File: src/rtl/frx_pkg.sv
package frx_pkg;
   typedef enum logic [1:0] {
      WS_IDLE = 2'd0,
      WS_OPEN = 2'd1,
      WS_SKIP = 2'd2
   } wr_state_e;

   localparam int ERR_BIT = 0;
endpackage

File: src/rtl/frx_byte_store.sv
module frx_byte_store #(
   parameter int DATA_W = 8,
   parameter int AW     = 4
) (
   input  logic              clk,
   input  logic              we,
   input  logic [AW-1:0]     waddr,
   input  logic [DATA_W-1:0] wdata,
   input  logic              wlast,
   input  logic              mark_we,
   input  logic [AW-1:0]     mark_addr,
   input  logic [AW-1:0]     raddr,
   output logic [DATA_W-1:0] rdata,
   output logic              rlast
);
   localparam int DEPTH = 1 << AW;

   logic [DATA_W-1:0] mem [DEPTH];
   logic [DEPTH-1:0]  endf;
   logic [DEPTH-1:0]  endf_nx;

   always_ff @(posedge clk) begin
      if (we) mem[waddr] <= wdata;
   end

   // end-of-frame flags: normal write or a later mark when a frame is cut short
   for (genvar g = 0; g < DEPTH; g++) begin : g_endf
      assign endf_nx[g] = (we && waddr == AW'(g)) ? wlast :
                          (mark_we && mark_addr == AW'(g)) ? 1'b1 : endf[g];
   end

   always_ff @(posedge clk) begin
      endf <= endf_nx;
   end

   assign rdata = mem[raddr];
   assign rlast = endf[raddr];
endmodule

File: src/rtl/frx_stat_queue.sv
module frx_stat_queue #(
   parameter int W  = 9,
   parameter int AW = 2
) (
   input  logic         clk,
   input  logic         rst_n,
   input  logic         push,
   input  logic [W-1:0] din,
   input  logic         pop,
   output logic [W-1:0] dout,
   output logic         full,
   output logic         empty
);
   localparam int DEPTH = 1 << AW;
   localparam logic [AW:0] FULL_CNT = {1'b1, {AW{1'b0}}};

   logic [W-1:0] q [DEPTH];
   logic [AW:0]  wp, rp;

   assign full  = (wp - rp) == FULL_CNT;
   assign empty = (wp == rp);
   assign dout  = q[rp[AW-1:0]];

   always_ff @(posedge clk) begin
      if (push) q[wp[AW-1:0]] <= din;
   end

   always_ff @(posedge clk) begin
      if (!rst_n) begin
         wp <= '0;
         rp <= '0;
      end else begin
         if (push) wp <= wp + 1'b1;
         if (pop)  rp <= rp + 1'b1;
      end
   end

   assert_push_room_R10: assert property (@(posedge clk) disable iff (!rst_n)
      push |-> !full);
   assert_pop_present_R8: assert property (@(posedge clk) disable iff (!rst_n)
      pop |-> !empty);
endmodule

File: src/rtl/frx_write_ctl.sv
module frx_write_ctl
   import frx_pkg::*;
#(
   parameter int AW = 4
) (
   input  logic          clk,
   input  logic          rst_n,
   input  logic          cfg_sf,
   input  logic          cfg_drop,
   input  logic          wr_valid,
   input  logic          wr_last,
   input  logic          wr_err,
   input  logic [AW:0]   rd_ptr,
   input  logic          sq_full,
   output logic          mem_we,
   output logic [AW-1:0] mem_waddr,
   output logic          mark_we,
   output logic [AW-1:0] mark_addr,
   output logic          sq_push,
   output logic          sq_ovf,
   output logic [AW:0]   rd_limit,
   output logic          wr_drop
);
   localparam logic [AW:0] FULL_CNT = {1'b1, {AW{1'b0}}};

   wr_state_e   st;
   logic [AW:0] wr_ptr, wr_sof, commit;
   logic        data_full, kill_err, start_ok, drop_now;

   assign data_full = (wr_ptr - rd_ptr) == FULL_CNT;
   assign kill_err  = cfg_sf && cfg_drop && wr_err;
   assign start_ok  = !data_full && !sq_full;
   assign mem_waddr = wr_ptr[AW-1:0];
   assign mark_addr = wr_ptr[AW-1:0] - 1'b1;

   always_comb begin
      mem_we   = 1'b0;
      mark_we  = 1'b0;
      sq_push  = 1'b0;
      sq_ovf   = 1'b0;
      drop_now = 1'b0;
      if (wr_valid) begin
         unique case (st)
            WS_IDLE: begin
               if (start_ok) begin
                  mem_we  = 1'b1;
                  sq_push = wr_last && !kill_err;
               end else begin
                  drop_now = 1'b1;
               end
            end
            WS_OPEN: begin
               if (data_full) begin
                  mark_we  = 1'b1;
                  sq_push  = 1'b1;
                  sq_ovf   = 1'b1;
                  drop_now = 1'b1;
               end else begin
                  mem_we  = 1'b1;
                  sq_push = wr_last && !kill_err;
               end
            end
            default: ;
         endcase
      end
   end

   always_ff @(posedge clk) begin
      if (!rst_n) begin
         st      <= WS_IDLE;
         wr_ptr  <= '0;
         wr_sof  <= '0;
         commit  <= '0;
         wr_drop <= 1'b0;
      end else begin
         wr_drop <= drop_now;
         if (wr_valid) begin
            unique case (st)
               WS_IDLE: begin
                  if (start_ok) begin
                     wr_sof <= wr_ptr;
                     if (!wr_last) begin
                        wr_ptr <= wr_ptr + 1'b1;
                        st     <= WS_OPEN;
                     end else if (!kill_err) begin
                        wr_ptr <= wr_ptr + 1'b1;
                        commit <= wr_ptr + 1'b1;
                     end
                  end else if (!wr_last) begin
                     st <= WS_SKIP;
                  end
               end
               WS_OPEN: begin
                  if (data_full) begin
                     commit <= wr_ptr;
                     st     <= wr_last ? WS_IDLE : WS_SKIP;
                  end else if (wr_last) begin
                     st <= WS_IDLE;
                     if (kill_err) begin
                        wr_ptr <= wr_sof;
                     end else begin
                        wr_ptr <= wr_ptr + 1'b1;
                        commit <= wr_ptr + 1'b1;
                     end
                  end else begin
                     wr_ptr <= wr_ptr + 1'b1;
                  end
               end
               default: if (wr_last) st <= WS_IDLE;
            endcase
         end
      end
   end

   // store-and-forward exposes completed frames only; cut-through holds the newest byte
   assign rd_limit = cfg_sf ? commit : ((st == WS_OPEN) ? wr_ptr - 1'b1 : wr_ptr);

   assert_no_overflow_R9: assert property (@(posedge clk) disable iff (!rst_n)
      (wr_ptr - rd_ptr) <= FULL_CNT);
   assert_limit_inside_R2: assert property (@(posedge clk) disable iff (!rst_n)
      (rd_limit - rd_ptr) <= (wr_ptr - rd_ptr));
   assert_rewind_only_on_error_R3: assert property (@(posedge clk) disable iff (!rst_n)
      (wr_ptr != $past(wr_ptr) && wr_ptr != $past(wr_ptr) + 1'b1)
      |-> $past(cfg_sf && cfg_drop && wr_valid && wr_last && wr_err));
endmodule

File: src/rtl/frame_rx_fifo.sv
module frame_rx_fifo
   import frx_pkg::*;
#(
   parameter int DATA_W = 8,
   parameter int STAT_W = 8,
   parameter int BUF_AW = 4,
   parameter int SQ_AW  = 2
) (
   input  logic              clk,
   input  logic              rst_n,
   input  logic              cfg_store_fwd,
   input  logic              cfg_drop_err,
   input  logic              wr_valid,
   input  logic [DATA_W-1:0] wr_data,
   input  logic              wr_last,
   input  logic [STAT_W-1:0] wr_status,
   output logic              wr_drop,
   output logic              rd_valid,
   input  logic              rd_ready,
   output logic [DATA_W-1:0] rd_data,
   output logic              rd_first,
   output logic              rd_last,
   output logic              st_valid,
   input  logic              st_ready,
   output logic [STAT_W:0]   st_data
);
   localparam int SW = STAT_W + 1;

   initial begin
      assert (BUF_AW >= 2) else $error("BUF_AW must be at least 2");
      assert (SQ_AW >= 1)  else $error("SQ_AW must be at least 1");
      assert (STAT_W > ERR_BIT) else $error("STAT_W too small for error bit");
   end

   logic              mem_we, mark_we, sq_push, sq_ovf, sq_full, sq_empty, sq_pop;
   logic [BUF_AW-1:0] mem_waddr, mark_addr;
   logic [BUF_AW:0]   rd_ptr, rd_limit;
   logic [SW-1:0]     sq_din;
   logic              st_pend, at_first;

   frx_write_ctl #(.AW(BUF_AW)) u_wctl (
      .clk(clk), .rst_n(rst_n),
      .cfg_sf(cfg_store_fwd), .cfg_drop(cfg_drop_err),
      .wr_valid(wr_valid), .wr_last(wr_last), .wr_err(wr_status[ERR_BIT]),
      .rd_ptr(rd_ptr), .sq_full(sq_full),
      .mem_we(mem_we), .mem_waddr(mem_waddr),
      .mark_we(mark_we), .mark_addr(mark_addr),
      .sq_push(sq_push), .sq_ovf(sq_ovf),
      .rd_limit(rd_limit), .wr_drop(wr_drop)
   );

   frx_byte_store #(.DATA_W(DATA_W), .AW(BUF_AW)) u_store (
      .clk(clk), .we(mem_we), .waddr(mem_waddr), .wdata(wr_data), .wlast(wr_last),
      .mark_we(mark_we), .mark_addr(mark_addr),
      .raddr(rd_ptr[BUF_AW-1:0]), .rdata(rd_data), .rlast(rd_last)
   );

   assign sq_din = sq_ovf ? {1'b1, {STAT_W{1'b0}}} : {1'b0, wr_status};
   assign sq_pop = st_valid && st_ready;

   frx_stat_queue #(.W(SW), .AW(SQ_AW)) u_stq (
      .clk(clk), .rst_n(rst_n), .push(sq_push), .din(sq_din), .pop(sq_pop),
      .dout(st_data), .full(sq_full), .empty(sq_empty)
   );

   assign rd_valid = (rd_ptr != rd_limit) && !st_pend;
   assign rd_first = at_first;
   assign st_valid = st_pend;

   always_ff @(posedge clk) begin
      if (!rst_n) begin
         rd_ptr   <= '0;
         st_pend  <= 1'b0;
         at_first <= 1'b1;
      end else begin
         if (rd_valid && rd_ready) begin
            rd_ptr   <= rd_ptr + 1'b1;
            at_first <= rd_last;
            if (rd_last) st_pend <= 1'b1;
         end
         if (sq_pop) st_pend <= 1'b0;
      end
   end

   assert_status_follows_last_R8: assert property (@(posedge clk) disable iff (!rst_n)
      rd_valid && rd_ready && rd_last |=> st_valid && !rd_valid);
   assert_status_backed_R8: assert property (@(posedge clk) disable iff (!rst_n)
      st_valid |-> !sq_empty);
   assert_hold_offer_R7: assert property (@(posedge clk) disable iff (!rst_n)
      rd_valid && !rd_ready |=> rd_valid && $stable(rd_data) && $stable(rd_last));
endmodule

File: config.mk
export PLATFORM = sky130hd
export DESIGN_NAME = frame_rx_fifo
export DESIGN_NICKNAME = d
export VERILOG_FILES = /design/src/rtl/frx_pkg.sv /design/src/rtl/frx_byte_store.sv /design/src/rtl/frx_stat_queue.sv /design/src/rtl/frx_write_ctl.sv /design/src/rtl/frame_rx_fifo.sv
export SDC_FILE = /design/constraint.sdc
export NUM_CORES = 1
export LEC_CHECK = 0
export ABC_AREA = 0
export BUFFER_PORTS_ARGS = -buffer_cell sky130_fd_sc_hd__buf_2
export CAP_MARGIN = 15
export CORE_MARGIN = 2
export CORE_UTILIZATION = 55
export DETAILED_ROUTE_END_ITERATION = 6
export PLACE_DENSITY = 0.73
export SLEW_MARGIN = 10
export SYNTH_ARGS = -nofsm -noshare
export SYNTH_HDL_FRONTEND = slang
export SYNTH_SLANG_ARGS = --single-unit
File: constraint.sdc
create_clock -name clk -period 3.87 [get_ports clk]
set_input_delay 0 -clock clk [delete_from_list [all_inputs] [get_ports clk]]
set_output_delay 0 -clock clk [all_outputs]
set_load 0.1 [all_outputs]
==> impl_metrics.yaml <==
global_route:
  grt.met3_usage_pct: 3.47
  grt_usage_pct: 23.3
  grt.met1_usage_pct: 31.2
  top_usage_layer: "met2"
  gr-usage-met2_pct: 39.8
  grt_pass1_vias: 5734
  grt_max_degree: 33
  grt_pass1_wl_um: 32300
  gr-total-overflow: 0
  antenna_found_initial: 0
sta:
  fin_crit_sh_pct: 86.3
  relSlewSlack_pct: 43.9
  setup_viol: 0
  maxSlewViolCount: 0
  hold_viol_final: 0
  skew_ns: 0.00728
  max_freq_mhz: 299
  worst_pin_slew_ns: 0.841
  whs_ns: 0.137
  min_period_ns: 3.34
  fin_tns_setup_ns: 0
  rsz0062_at_grt: "false"
synth:
  synthArstFlopShare_pct: 0
  synthCells: 616
  synth_edf_count: 180
  synthAdderAreaFrac_pct: 2.48
  syn_area_sq_um: 9580
  yosysUniqueCellTypes: 60
  synth-simple-area-share_pct: 8.96
  yosysWarnings: 0
  synth_fp_nets: 659
  ys_seq_area_share_pct: 64.1
  ys.flop_type: "edfxtp_1"
  ys_ff_latch: 217
  postSynthAreaPerCell_sq_um: 15.6
  synth_xor_area_share_pct: 1.36
  synthMuxAreaShare_pct: 14.1
  synth_compound_area_share_pct: 6.72
  synth_top_family_by_area: "multiplexers"
setup_path:
  worst-path-buf-inv: 2
  max_stage_delay_ns: 0.64
  cp.arrival_ns: 3.72
  path_max_fanout: 15
  crit_required_ns: 4.25
  crit_chain: "inv_1 > ha_1 > nor4b_1 > a311o_1 > xnor2_1 > nor4_2 > a21oi_4 > nand2_1 > a21oi_1 > dlygate4sd3_1"
  slowest_stage: "dfxtp_1"
  crit_type: "reg -> reg"
  crit_path_end_kind: "flip-flop"
  start_kind: "flip-flop"
  cp_top_family: "buffers and inverters"
clock_network:
  postCtsHoldBufs: 24
  h-tree-depth: 1
  cts_buffers: 22
  clock_sinks: 217
  cts_resized: 0
  clock_path_buffers: 3
  post_cts_buffers: 0
  clkLatencyLatePin_ns: 0.50
  cts_tree: "built"
  root_buffer: "clkbuf_16"
  clkTransAtPathRegs_ns: 0.06
floorplan:
  num_io_pins: 46
  rows: 48
  die_h_um: 136
  dieArea_sq_um: 18500
  floorplan.die.width_um: 136
  coreArea_sq_um: 17200
  start_util_pct: 55.8
layout:
  final_layout_size_suffix_gt1_share_pct: 24.6
  final_common_cell: "edfxtp_1"
  final_cell_mix: "180 x edfxtp_1, 53 x mux4_2, 45 x nor2_1, 45 x buf_2, 41 x nand2_1"
  n_fill_cell: 1263
  final_nets: 739
  insertedDiodeCount: 0
  area_growth_pct: 15.7
routing:
  wl_um: 20900
  drc: 0
  num_vias: 5627
  viasPerCell: 6.01
  firstDrtPassIters: 5
  detail-route-antenna-nets: 0
  wire_per_inst_um: 22.3
  drt_iter0_markers: 456
run_status:
  outcome: "finished, final reports clean"
power:
  ir_drop_mv: 0.399
  p_leak_nw: 3.78
  powerDensity_nw_per_um2: 544
placed_design:
  dp_hpwl_um: 13400
  port_buffers: 45
  place_congestion: 0.828
job:
  max-cap-violations: 0
min_path:
  holdCritPathClass: "in -> reg"
final cells by class:
type | count | area, sq um | area share [%]
well taps | 225 | 282 | 2.54
clock inverters | 10 | 106 | 0.959
clock buffers | 30 | 643 | 5.80
flip-flops and latches | 217 | 6150 | 55.5
inverters | 20 | 75.1 | 0.677
multi-input cells | 347 | 3220 | 29.1
repair buffers | 88 | 608 | 5.49
flip-flops by register name, indices dropped and copies added, names as in the netlist, named ones only:
| signal | flops |
|---|---|
| u_store.endf | 16 |
| u_stq.rp | 3 |
| u_wctl.st | 2 |
| st_valid | 1 |
| u_wctl.wr_drop | 1 |
| u_stq.wp | 3 |
| u_stq.q | 36 |
| u_wctl.wr_ptr | 5 |
| rd_first | 1 |
| u_wctl.commit | 5 |
| rd_ptr | 5 |
| u_wctl.wr_sof | 5 |
| u_store.mem | 128 |
per-stage QoR:
step	cell area (sq um)	utilization, %	power, mW	worst slack, ns	cells
2_1_floorplan	9580	-	3.66	0.741	616
3_3_place_gp	10100	58.8	3.88	0.725	873
3_5_place_dp	10100	58.8	3.90	0.545	873
4_1_cts	11100	64.5	6.07	0.564	937
5_1_grt	11100	64.5	6.22	0.334	937
6_report	11100	64.5	6.04	0.530	937
power breakdown:
group | switching (mW) | internal, mW | leakage, nW
combinational | 0.809 | 0.404 | 1.47
sequential | 0.0714 | 2.59 | 1.95
clock | 0.856 | 1.30 | 0.364
total | 1.74 | 4.30 | 3.78
final timing paths:
kind,endpoint,slack [ns],cells past startpoint,start
worst max-delay path,st_valid,0.53,10,u_wctl.wr_ptr[0]
worst min-delay path,u_wctl.wr_ptr[0],0.14,5,cfg_drop_err
worst max register to register,st_valid,0.53,10,u_wctl.wr_ptr[0]
worst min register to register,u_wctl.wr_ptr[0],0.47,2,u_wctl.wr_sof[0]
cell families (layout without fill, tap and decap cells):
group / count (synthesis) / count (layout)
buffers and inverters: 52 / 148
adders and majority gates: 19 / 19
AOI/OAI and AO/OA: 79 / 79
xor gates and xnor gates: 14 / 14
DFF: 217 / 217
muxes: 69 / 69
and+or+nand+nor: 166 / 166
cells in the mapped netlist, types with 5 or more instances:
cell type,count,area [sq um]
ha_1,19,238
edfxtp_1,180,5410
buf_1,5,18.8
and3_1,5,31.3
mux2i_1,16,160
nand3_1,9,45.0
buf_2,8,40.0
xnor2_1,7,61.3
xor2_1,6,52.6
clkbuf_1,17,63.8
and2_1,6,37.5
nand2b_1,11,68.8
a21oi_1,22,110
inv_1,20,75.1
a22o_1,16,140
o21ai_0,5,25.0
mux4_2,53,1190
nor2_1,45,169
nor3_2,5,50.1
nand2_1,41,154
nor2b_1,16,100
dfxtp_1,37,741
nor3_1,9,45.0
metal layers:
layer	vias to the layer above	wire [um]
li1	2539	-
met1	2843	8510
met2	212	10700
met3	33	1220
met4	0	468
met5	-	0
tightest hold or removal path, stage by stage:
cell and delay [ns]:
buf_2 0.11, nand4_1 0.10, nor2_1 0.18, nand3_1 0.14
a21oi_1 0.06
(Power assumes the default switching activity.)
